==> src/rtl/xrs_pkg.sv <==
package xrs_pkg;

    typedef enum logic [2:0] {
        ST_IDLE_RESET,
        ST_ACK,
        ST_RELEASE,
        ST_AM_WAIT,
        ST_READY
    } seq_state_e;

    typedef struct packed {
        seq_state_e state;
        logic       ack;
        logic       ready;
        logic       mark_start;
    } tx_regs_t;

    typedef struct packed {
        seq_state_e state;
        logic       ack;
        logic       ready;
    } rx_regs_t;

endpackage

==> src/rtl/xrs_sync.sv <==
module xrs_sync #(
    parameter int WIDTH  = 1,
    parameter int STAGES = 2
) (
    input  logic             clk,
    input  logic             rst_n,
    input  logic [WIDTH-1:0] async_i,
    output logic [WIDTH-1:0] sync_o
);
    logic [WIDTH-1:0] stage_q [STAGES];

    always_ff @(posedge clk or negedge rst_n) begin
        if (!rst_n) begin
            for (int i = 0; i < STAGES; i++) stage_q[i] <= '0;
        end else begin
            stage_q[0] <= async_i;
            for (int i = 1; i < STAGES; i++) stage_q[i] <= stage_q[i-1];
        end
    end

    assign sync_o = stage_q[STAGES-1];
endmodule

==> src/rtl/xrs_tx_fsm.sv <==
module xrs_tx_fsm
    import xrs_pkg::*;
(
    input  logic clk,
    input  logic rst_n,
    input  logic req,
    input  logic settled,
    input  logic fec_en,
    input  logic mark_done,
    output logic ack,
    output logic ready,
    output logic mark_start
);
    localparam tx_regs_t TX_RST = '{state: ST_IDLE_RESET, ack: 1'b0, ready: 1'b0, mark_start: 1'b0};

    tx_regs_t r_d, r_q;

    always_comb begin
        r_d = r_q;
        unique case (r_q.state)
            ST_IDLE_RESET: begin
                if (req) begin
                    r_d.state = ST_ACK;
                    r_d.ack   = 1'b1;
                end
            end
            ST_ACK: begin
                if (!req) begin
                    r_d.state = ST_RELEASE;
                    r_d.ack   = 1'b0;
                end
            end
            ST_RELEASE: begin
                if (req) begin
                    r_d.state = ST_ACK;
                    r_d.ack   = 1'b1;
                end else if (settled) begin
                    if (!fec_en) begin
                        r_d.state = ST_READY;
                        r_d.ready = 1'b1;
                    end else if (!mark_done) begin
                        r_d.state      = ST_AM_WAIT;
                        r_d.mark_start = 1'b1;
                    end
                end
            end
            ST_AM_WAIT: begin
                if (req) begin
                    r_d.state      = ST_ACK;
                    r_d.ack        = 1'b1;
                    r_d.mark_start = 1'b0;
                end else if (mark_done) begin
                    r_d.state      = ST_READY;
                    r_d.ready      = 1'b1;
                    r_d.mark_start = 1'b0;
                end
            end
            ST_READY: begin
                if (req) begin
                    r_d.state = ST_ACK;
                    r_d.ack   = 1'b1;
                    r_d.ready = 1'b0;
                end
            end
            default: r_d = TX_RST;
        endcase
    end

    always_ff @(posedge clk or negedge rst_n) begin
        if (!rst_n) r_q <= TX_RST;
        else        r_q <= r_d;
    end

    assign ack        = r_q.ack;
    assign ready      = r_q.ready;
    assign mark_start = r_q.mark_start;
endmodule

==> src/rtl/xrs_rx_fsm.sv <==
module xrs_rx_fsm
    import xrs_pkg::*;
(
    input  logic clk,
    input  logic rst_n,
    input  logic req,
    input  logic settled,
    input  logic lock,
    output logic ack,
    output logic ready
);
    localparam rx_regs_t RX_RST = '{state: ST_IDLE_RESET, ack: 1'b0, ready: 1'b0};

    rx_regs_t r_d, r_q;

    always_comb begin
        r_d = r_q;
        unique case (r_q.state)
            ST_IDLE_RESET: begin
                if (req) begin
                    r_d.state = ST_ACK;
                    r_d.ack   = 1'b1;
                end
            end
            ST_ACK: begin
                if (!req) begin
                    r_d.state = ST_RELEASE;
                    r_d.ack   = 1'b0;
                end
            end
            ST_RELEASE: begin
                if (req) begin
                    r_d.state = ST_ACK;
                    r_d.ack   = 1'b1;
                end else if (settled && lock) begin
                    r_d.state = ST_READY;
                    r_d.ready = 1'b1;
                end
            end
            ST_READY: begin
                if (req) begin
                    r_d.state = ST_ACK;
                    r_d.ack   = 1'b1;
                    r_d.ready = 1'b0;
                end else if (!lock) begin
                    r_d.state = ST_RELEASE;
                    r_d.ready = 1'b0;
                end
            end
            default: r_d = RX_RST;
        endcase
    end

    always_ff @(posedge clk or negedge rst_n) begin
        if (!rst_n) r_q <= RX_RST;
        else        r_q <= r_d;
    end

    assign ack   = r_q.ack;
    assign ready = r_q.ready;
endmodule

==> src/rtl/xcvr_rst_seq.sv <==
module xcvr_rst_seq #(
    parameter int SYNC_STAGES = 2
) (
    input  logic clk,
    input  logic rst_n,
    input  logic fec_en,
    input  logic tx_rst_req,
    input  logic tx_settled,
    input  logic mark_done,
    input  logic rx_rst_req,
    input  logic rx_settled,
    input  logic cdr_lock,
    output logic tx_rst_ack,
    output logic tx_ready,
    output logic mark_start,
    output logic rx_rst_ack,
    output logic rx_ready
);
    localparam int N_ASYNC = 7;

    logic [N_ASYNC-1:0] raw_in, syn_in;

    assign raw_in = {fec_en, mark_done, cdr_lock, rx_settled, tx_settled, rx_rst_req, tx_rst_req};

    xrs_sync #(.WIDTH(N_ASYNC), .STAGES(SYNC_STAGES)) u_sync (
        .clk     (clk),
        .rst_n   (rst_n),
        .async_i (raw_in),
        .sync_o  (syn_in)
    );

    xrs_tx_fsm u_tx (
        .clk        (clk),
        .rst_n      (rst_n),
        .req        (syn_in[0]),
        .settled    (syn_in[2]),
        .fec_en     (syn_in[6]),
        .mark_done  (syn_in[5]),
        .ack        (tx_rst_ack),
        .ready      (tx_ready),
        .mark_start (mark_start)
    );

    xrs_rx_fsm u_rx (
        .clk     (clk),
        .rst_n   (rst_n),
        .req     (syn_in[1]),
        .settled (syn_in[3]),
        .lock    (syn_in[4]),
        .ack     (rx_rst_ack),
        .ready   (rx_ready)
    );
endmodule

==> config.mk <==
export PLATFORM = sky130hd
export DESIGN_NAME = xcvr_rst_seq
export DESIGN_NICKNAME = d
export VERILOG_FILES = /design/src/rtl/xrs_pkg.sv /design/src/rtl/xrs_sync.sv /design/src/rtl/xrs_tx_fsm.sv /design/src/rtl/xrs_rx_fsm.sv /design/src/rtl/xcvr_rst_seq.sv
export SDC_FILE = /design/constraint.sdc
export NUM_CORES = 1
export LEC_CHECK = 0
export BUFFER_PORTS_ARGS = -buffer_cell sky130_fd_sc_hd__buf_4
export CORE_MARGIN = 2
export CORE_UTILIZATION = 58
export DETAILED_ROUTE_END_ITERATION = 10
export PLACE_DENSITY = 0.77
export SYNTH_ARGS = -nofsm -noshare
export SYNTH_HDL_FRONTEND = slang
export SYNTH_SLANG_ARGS = --single-unit
==> constraint.sdc <==
create_clock -name clk -period 2 [get_ports clk]
set_input_delay 0.3 -clock clk [delete_from_list [all_inputs] [get_ports clk]]
set_output_delay 0.3 -clock clk [all_outputs]
set_load 0.005 [all_outputs]
==> Word-level counts from Yosys, hierarchy flattened <==
Cells that the tools add are included.
{ "op_classes": {"n_reduce_logical": 13, "bitwise": 3, "mux": 34, "n_eq_ne": 26} }
{ "op_table": {"columns": ["operator", "count"], "rows": [
  ["2-to-1 mux 3 bit", 10],
  ["inequality test 2 bit (second input constant)", 13],
  ["one-hot mux 4 bit (5 select lines)", 1],
  ["2-to-1 mux 4 bit", 4],
  ["one-hot mux 4 bit (4 select lines)", 1],
  ["AND reduction 6 bit", 2],
  ["2-to-1 mux 1 bit", 11],
  ["equality test 3 x 2 -> 1 bit (second input constant)", 3],
  ["inequality test 3 bit (second input constant)", 3],
  ["AND reduction 4 bit", 2],
  ["AND reduction 7 bit", 1],
  ["equality test 3 x 1 -> 1 bit (second input constant)", 2],
  ["equality test 3 bit (second input constant)", 2],
  ["logical NOT 3 bit", 2],
  ["2-to-1 mux 2 bit", 3],
  ["one-hot mux 1 bit (3 select lines)", 2],
  ["2-to-1 mux 5 bit", 1],
  ["inequality test 4 bit (second input constant)", 1],
  ["one-hot mux 1 bit (4 select lines)", 1],
  ["OR reduction 2 bit", 2],
  ["inequality test 3 x 2 -> 1 bit (second input constant)", 1],
  ["inverter 1 bit", 3],
  ["AND reduction 3 bit", 1],
  ["OR reduction 3 bit", 1],
  ["3 further kinds", 3]
]} }
{ "word_totals": {"register_bits": 25, "elab_cells": 85, "input_bits": 9, "output_inout_bits": 5} }

==> Depth between registers and ports, before layout <==
Gate-level depths: netlist of the first run.
{ "logic_depth": {"ltp_word": 5, "depth_mapped": 5, "depth_no_buf": 4} }

==> Modules after synthesis <==
From an unflattened synthesis of the first run, not the netlist that was laid out.
{ "unflattened": {"hier_cells": 91, "area_unflattened_um2": 1061.0} }
{ "modules_own_cells": {"columns": ["module", "cells_each", "instances", "area_per_inst_um2"], "rows": [
  ["xrs_sync", 21, 1, 402.9],
  ["xrs_tx_fsm", 40, 1, 370.4],
  ["xrs_rx_fsm", 30, 1, 287.8]
]} }

==> Worst setup path after synthesis of the first run <==
No wires, ideal clock.
{ "synth_path": {"path_type": "reg-to-reg", "start": "reg u_tx.r_q[5] in the netlist's numbering", "end": "reg u_tx.r_q[3] in the netlist's numbering", "setup_ns": 0.125, "stages_incl_launch_ff": 5, "arrival_ns": 1.250, "setup_slack_ns": 0.625, "cell_sequence": "dfrtp_1 buf_6 or2_4 o221ai_2 mux2_4"} }
{ "synth_between": {"elab_chain_cells": 3} }
{ "synth_lines": {"columns": ["item", "line", "source"], "rows": [
  ["start, declared", "xrs_tx_fsm.sv:16", "tx_regs_t r_d, r_q;"],
  ["start signal, assigned", "xrs_tx_fsm.sv:71", "else r_q <= r_d;"],
  ["equality test 3 x 2 -> 1 bit, or another cell as far along", "xrs_tx_fsm.sv:20", "unique case (r_q.state)"],
  ["inequality test 4 bit (no source line), or another cell as far along", null, null],
  ["AND reduction 6 bit (no source line)", null, null]
]} }
Parallel ways exist; a longest one is shown, timed or not.
A chain may end at the register's enable or synchronous reset.

==> Worst setup path in the final report of the first run <==
{ "layout_path": {"start": "reg u_tx.r_q[3] in the netlist's numbering", "end": "reg u_tx.r_q[3] in the netlist's numbering"} }
The elaborated chain is that of the path after synthesis.

==> results.sh, run 1 <==
export IMPL_vias_in_the_first_global_route=678
export IMPL_number_of_enable_flip_flop_cells_after_synthesis=0
export IMPL_overflow=0
export IMPL_cts_setup_buffers=0
export IMPL_cts_reportedPaths_clkPinSlew_ns=0.13
export IMPL_dominant_combinational_cell_family_by_area_after_synthesis="compound AO/OA/AOI/OAI gates"
export IMPL_drive_above_1_share_pct=27.6
export IMPL_critical_path_max_fanout=13
export IMPL_cp_required_ns=2.21
export IMPL_crit_type="reg2reg"
export IMPL_drt_total_wl_um=1630
export IMPL_most_frequent_cell_after_synthesis="sky130_fd_sc_hd__dfrtp_1"
export IMPL_synth_largest_area_cell="sky130_fd_sc_hd__dfrtp_1"
export IMPL_path_cells="nor2_2 -> nand3_1 -> o221ai_2 -> mux2_4"
export IMPL_hold_path_class="in2reg"
export IMPL_synth_lib_cells_used_distinct=37
export IMPL_max_clock_path_buffers=2
export IMPL_cell_at_the_root_of_the_clock_tree="sky130_fd_sc_hd__clkbuf_4"
export IMPL_tritoncts_num_sinks=25
export IMPL_die_y_um=46.7
export IMPL_ys_warnings_count=0
export IMPL_route_antenna_remaining_nets=0
export IMPL_area_delta_synth_final_pct=11.3
export IMPL_combined_area_of_all_synthesized_cells_um2=1060
export IMPL_cts_htree_levels=1
export IMPL_synth_top_cells_by_area="sky130_fd_sc_hd__dfrtp_1 59%, sky130_fd_sc_hd__buf_6 3.2%, sky130_fd_sc_hd__a21oi_1 2.8%, sky130_fd_sc_hd__nand2b_1 2.4%, sky130_fd_sc_hd__o21ai_0 2.4%"
export IMPL_maxClockFrequency_mhz=631
export IMPL_worstSetupEndpointType="flip-flop"
export IMPL_synth_area_in_compound_gates_pct=18.8
export IMPL_final_core_utilization_pct=68.3
export IMPL_maxCapViolCount=0
export IMPL_critical_path_slowest_cell="sky130_fd_sc_hd__dfrtp_1"
export IMPL_power_per_cell_area_nw_per_um2=1090
export IMPL_io_buffer_count=13
export IMPL_synth_xor_area_share_pct=0
export IMPL_start_util_pct=61.3
export IMPL_fp_coreArea_um2=1730
export IMPL_finalWeightedCongestion=0.862
export IMPL_via_count=675
export IMPL_routed_via_density=5.49
export IMPL_insertion_delay_ns=0.30
export IMPL_clock_tree_from_tritoncts="built"
export IMPL_start_kind="flip-flop"
export IMPL_fp_row_count=15
export IMPL_async_reset_ff_share_pct=100
export IMPL_placed_area_um2=1140
export IMPL_synth_area_mux_share_pct=1.42
export IMPL_run_status="finished clean"
export IMPL_final_setup_violation_count=0
export IMPL_cts_hold_fix_buffers=1
export IMPL_post_route_drc_count=0
export IMPL_period_needed_ns=1.58
export IMPL_fillCellCount=150
export IMPL_critPathMaxStageDelay_ns=0.57
export IMPL_drtPass1Iterations=4
export IMPL_die_area_um2=2180
export IMPL_worst_ep_arrival_time_ns=1.79
export IMPL_first_iter_violations=6
export IMPL_place_worst_setup_slack_ns=0.439
export IMPL_fin_area_um2=1180
export IMPL_grt_total_usage_pct=18.6
export IMPL_synth_top_area_share_pct=59.1
export IMPL_hold_viol=0
export IMPL_top_cell_types_by_occurrence_after_synthesis="25 x sky130_fd_sc_hd__dfrtp_1, 6 x sky130_fd_sc_hd__a21oi_1, 5 x sky130_fd_sc_hd__o21ai_0"
export IMPL_grt_pass1_wl_um=2880
export IMPL_die_width_um=46.7
export IMPL_syn_area_per_cell_um2=12.5
export IMPL_grt_antenna_before_repair=0
export IMPL_timing_final_crit_share_pct=79.2
export IMPL_report_final_slew_viol_count=0
export IMPL_num_antenna_cells=0
export IMPL_setup_tns_ns=0
export IMPL_yosys_most_used_dff="sky130_fd_sc_hd__dfrtp_1"
export IMPL_rsz_0062_raised_after_global_routing="no"
export IMPL_post_dp_hpwl_um=1150
export IMPL_cts_made_buffers=3
export IMPL_max_slew_margin_pct=68.9
export IMPL_ys_seq_area_share_pct=59.1
export IMPL_post_synthesis_register_bit_count=25
export IMPL_ctsResizeCount=0
export IMPL_synthSimpleGateAreaFrac_pct=16.1
export IMPL_worst_pin_slew_ns=0.466
export IMPL_skew_ns=0.00901
export IMPL_power_leakage_nw=0.519
export IMPL_nets=108
export IMPL_grt_start_max_net_pins=26
export IMPL_synth_nets=94
export IMPL_adder_cell_share_of_the_synthesized_area_pct=0
export IMPL_io_pin_count=14
export IMPL_synthCells=85
export IMPL_final_setup_worst_slack_ns=0.415
export IMPL_detail_route_wl_per_cell_um=13.2
export IMPL_vdd_drop_max_uv=771
[final cells by class]
class / instances / area, µm² / area share, %
clock buffers: 4 / 26.3 / 2.23
inverters: 1 / 3.75 / 0.318
multi-input cells: 54 / 384 / 32.6
flip-flops and latches: 25 / 626 / 53.1
well taps: 25 / 31.3 / 2.65
repair buffers: 14 / 108 / 9.13
[metrics by stage]
stage	cells	hold WS, ns	total power, W
2_1_floorplan	85	0.00441	0.000991
3_3_place_gp	118	0.211	0.00106
3_5_place_dp	118	0.211	0.00108
4_1_cts	123	0.0842	0.00129
5_1_grt	123	0.0663	0.00137
6_report	123	0.0889	0.00128
[worst max-delay path: cells and delay by family (launching register included)]
kind	cells	cell delay (ns)
compound gates	1	0.21
flops	1	0.57
mux	1	0.32
simple gates	2	0.38
[cells by family (layout without fill, tap and decap cells)]
logic type	count (synthesis)	count (layout)
compound gates	27	27
simple gates	26	26
flops	25	25
buf+inv	6	19
mux	1	1
[final timing paths]
check / to / cells past startpoint / from / slack [ns]
hold / removal: u_sync.stage_q[7] / 1 / tx_rst_req / 0.09
setup / recovery: u_tx.r_q[3] / 4 / u_tx.r_q[3] / 0.42
hold reg to reg: u_sync.sync_o[1] / 0 / u_sync.stage_q[8] / 0.36
max in group asynchronous: u_sync.stage_q[8] / 2 / rst_n / 1.35
setup reg to reg: u_tx.r_q[3] / 4 / u_tx.r_q[3] / 0.42
min in group asynchronous: u_tx.r_q[3] / 2 / rst_n / 0.42
[flip-flops by register name, summed over array words and instances (netlist names)]
register / flops
u_sync.stage_q: 7
u_sync.sync_o: 7
u_rx.r_q: 3
u_tx.r_q: 3
u_rx.ack: 1
u_rx.ready: 1
u_tx.ack: 1
u_tx.mark_start: 1
u_tx.ready: 1
[power breakdown]
| group | switching [W] | total, W | internal (W) |
|---|---|---|---|
| clock network | 0.000137 | 0.000215 | 0.0000776 |
| registers | 0.000125 | 0.000703 | 0.000578 |
| logic | 0.000148 | 0.000365 | 0.000217 |
| total | 0.000410 | 0.00128 | 0.000872 |
[layer usage]
layer	global-route usage [%]	vias to the layer above	wire [µm]
met5	0	-	0
met4	6.11	0	15
li1	-	331	-
met2	27.5	13	745
met3	3.92	2	46
met1	27.7	329	818
[placed cells by master (no fill, tap or decap), types with 2 or more instances in the layout]
cell type	n
sky130_fd_sc_hd__o21a_1	3
sky130_fd_sc_hd__nand2b_1	4
sky130_fd_sc_hd__a21o_1	2
sky130_fd_sc_hd__nand3_1	2
sky130_fd_sc_hd__nand2_1	2
sky130_fd_sc_hd__o21ai_0	5
sky130_fd_sc_hd__dfrtp_1	25
sky130_fd_sc_hd__nand3b_1	3
sky130_fd_sc_hd__clkbuf_4	3
sky130_fd_sc_hd__buf_4	13
sky130_fd_sc_hd__nor2_1	4
sky130_fd_sc_hd__a21oi_1	6
No activity file was read; power rests on OpenSTA's default activity.
==> run 2, diff against run 1 <==
ABC_AREA = 1   (was unset)
CORE_UTILIZATION = 49   (was 58)
PLACE_DENSITY = 0.69   (was 0.77)
clock period = 1.3 ns   (was 2 ns; I/O delays follow)
==> results.sh, run 2 <==
export IMPL_maxClockFrequency_mhz=801
export IMPL_ys_seq_area_share_pct=56.8
export IMPL_synth_top_cells_by_area="sky130_fd_sc_hd__dfrtp_1 57%, sky130_fd_sc_hd__nand2_1 15%, sky130_fd_sc_hd__nor2_1 5.8%, sky130_fd_sc_hd__nand3_1 5.0%, sky130_fd_sc_hd__inv_1 3.1%"
export IMPL_overflow=0
export IMPL_timing_final_crit_share_pct=96.1
export IMPL_synthCells=132
export IMPL_nets=168
export IMPL_seqPwrFrac_pct=44.8
export IMPL_insertion_delay_ns=0.31
export IMPL_final_setup_violation_count=0
export IMPL_max_clock_path_buffers=2
export IMPL_placed_area_um2=1220
export IMPL_power_leakage_nw=0.690
export IMPL_fillCellCount=181
export IMPL_critical_path_max_fanout=5
export IMPL_clock_tree_from_tritoncts="built"
export IMPL_period_needed_ns=1.25
export IMPL_route_antenna_remaining_nets=0
export IMPL_vias_in_the_first_global_route=860
export IMPL_power_share_combinational_pct=41.4
export IMPL_io_pin_count=14
export IMPL_run_status="finished clean"
export IMPL_grt_pass1_wl_um=3620
export IMPL_synth_lib_cells_used_distinct=18
export IMPL_most_frequent_cell_after_synthesis="sky130_fd_sc_hd__nand2_1"
export IMPL_cell_at_the_root_of_the_clock_tree="sky130_fd_sc_hd__clkbuf_4"
export IMPL_first_iter_violations=29
export IMPL_start_kind="flip-flop"
export IMPL_setup_slack_of_the_worst_register_to_register_path_ns=0.05
export IMPL_synth_largest_area_cell="sky130_fd_sc_hd__dfrtp_1"
export IMPL_worst_ep_arrival_time_ns=1.51
export IMPL_final_core_utilization_pct=63.9
export IMPL_routed_via_density=5.02
export IMPL_via_count=933
export IMPL_number_of_enable_flip_flop_cells_after_synthesis=0
export IMPL_detail_route_wl_per_cell_um=11.4
export IMPL_post_dp_hpwl_um=1440
export IMPL_async_reset_ff_share_pct=100
export IMPL_area_delta_synth_final_pct=25.8
export IMPL_syn_area_per_cell_um2=8.35
export IMPL_finalWeightedCongestion=0.931
export IMPL_fin_area_um2=1390
export IMPL_multi_input_area_um2=443
export IMPL_post_synthesis_register_bit_count=25
export IMPL_num_antenna_cells=0
export IMPL_ys_warnings_count=0
export IMPL_power_dissipated_by_switching_net_loads_w=0.00101
export IMPL_yosys_most_used_dff="sky130_fd_sc_hd__dfrtp_1"
export IMPL_number_of_placed_instances_taps_included=172
export IMPL_die_y_um=51.4
export IMPL_die_area_um2=2650
export IMPL_crit_type="reg2reg"
export IMPL_worst_pin_slew_ns=0.308
export IMPL_final_hold_worst_slack_ns=0.289
export IMPL_rsz_0062_raised_after_global_routing="yes"
export IMPL_cts_reportedPaths_clkPinSlew_ns=0.14
export IMPL_cp_required_ns=1.56
export IMPL_regArea_um2=632
export IMPL_final_instance_count_excl_fill=186
export IMPL_setup_tns_ns=0
export IMPL_grt_total_usage_pct=18.6
export IMPL_drtPass1Iterations=4
export IMPL_combined_area_of_all_synthesized_cells_um2=1100
export IMPL_start_util_pct=50.8
export IMPL_drt_total_wl_um=2130
export IMPL_post_route_drc_count=0
export IMPL_fp_row_count=17
export IMPL_max_slew_margin_pct=79.5
export IMPL_grt_start_max_net_pins=26
export IMPL_hold_path_class="in2async"
export IMPL_cts_made_buffers=3
export IMPL_grt_antenna_before_repair=0
export IMPL_die_width_um=51.4
export IMPL_maxCapViolCount=0
export IMPL_synth_nets=141
export IMPL_mostFrequentLayoutCell="sky130_fd_sc_hd__nand2_1"
export IMPL_power_per_cell_area_nw_per_um2=1810
export IMPL_worstSetupEndpointType="flip-flop"
export IMPL_report_final_slew_viol_count=0
export IMPL_io_buffer_count=13
export IMPL_layout_common_cells="42 x sky130_fd_sc_hd__nand2_1, 20 x sky130_fd_sc_hd__dfrtp_1, 15 x sky130_fd_sc_hd__buf_4"
export IMPL_internal_power_w=0.00151
export IMPL_vdd_drop_max_uv=1210
export IMPL_power_share_clock_pct=13.8
export IMPL_synth_top_area_share_pct=56.8
export IMPL_drive_above_1_share_pct=26.6
export IMPL_cts_htree_levels=1
export IMPL_skew_ns=0.00354
export IMPL_power_switching_fraction_pct=40.1
export IMPL_top_cell_types_by_occurrence_after_synthesis="43 x sky130_fd_sc_hd__nand2_1, 25 x sky130_fd_sc_hd__dfrtp_1, 17 x sky130_fd_sc_hd__nor2_1"
export IMPL_fp_coreArea_um2=2170
export IMPL_tritoncts_num_sinks=25
export IMPL_hold_viol=0
[run 2: cell count changes after synthesis, sizes merged, moves of 2 or more]
| cell | change |
|---|---|
| nand4 | +3 |
| o21a | -3 |
| nand2b | -5 |
| nand2 | +42 |
| buf | -2 |
| nor2 | +16 |
| a21o | -3 |
| inv | +11 |
| nand3 | +10 |
| nand3b | -2 |
| a221oi | -2 |
| a21oi | -3 |
[run 2: what timing repair did]
item	CTS	global route
endpoints found under the setup margin	0	8
resized for setup	0	20
hold endpoints to repair	32	0
hold buffers	8	0
setup buffers	0	2
[run 2: layout make-up]
class                   count  area share [%]
well taps                  28            2.53
clock buffers               3            1.62
multi-input cells          93            31.9
flip-flops and latches     25            45.6
inverters                  12            3.25
repair buffers             24            14.7
clock inverters             1           0.361
[run 2: through the flow]
stage | worst slack (ns) | total power (W)
6_report | 0.0508 | 0.00251
5_1_grt | -0.0392 | 0.00273
2_1_floorplan | 0.180 | 0.00179
4_1_cts | 0.00981 | 0.00239
3_3_place_gp | 0.0353 | 0.00201
3_5_place_dp | 0.0218 | 0.00204
[run 2: critical path, stage by stage, from the launching register on]
cell and delay (ns):
sky130_fd_sc_hd__dfrtp_2 0.47, sky130_fd_sc_hd__buf_4 0.15, sky130_fd_sc_hd__nor2_1 0.18, sky130_fd_sc_hd__nand3_1 0.10, sky130_fd_sc_hd__nand2_1 0.09, sky130_fd_sc_hd__nand4_1 0.11, sky130_fd_sc_hd__nand2_1 0.10
[run 2: worst paths after layout]
check                                   startpoint                to  depth (start not counted)
worst min register to register  u_sync.stage_q[11]  u_sync.sync_o[4]                          0
worst max register to register    u_sync.sync_o[0]       u_tx.r_q[4]                          6
worst max-delay path              u_sync.sync_o[0]       u_tx.r_q[4]                          6
worst min-delay path                         rst_n       u_rx.r_q[2]                          2
max in group asynchronous                    rst_n       u_tx.r_q[4]                          2
min in group clk                u_sync.stage_q[11]  u_sync.sync_o[4]                          0
[run 2: per-layer routing]
metal | share of wire [%] | GRT usage [%] | vias to the layer above | wire, µm
li1 | - | - | 475 | -
met1 | 46 | 23.6 | 433 | 978
met2 | 50 | 30.6 | 20 | 1060
met3 | 3.0 | 3.80 | 5 | 64
met4 | 1.5 | 8.33 | 0 | 31
met5 | 0 | 0 | - | 0
[run 2: cells by family after synthesis]
logic type,synth area share [%]
AOI/OAI and AO/OA,5.45
buffers and inverters,5.79
DFF,56.8
and+or+nand+nor,32.0
[run 2: power by group through the flow]
stage / clock [W] / combinational, W / sequential [W]
2_1_floorplan: 0 / 0.000734 / 0.00105
3_3_place_gp: 0 / 0.000891 / 0.00112
3_5_place_dp: 0 / 0.000901 / 0.00113
4_1_cts: 0.000354 / 0.000924 / 0.00112
5_1_grt: 0.000378 / 0.00120 / 0.00116
6_report: 0.000346 / 0.00104 / 0.00113
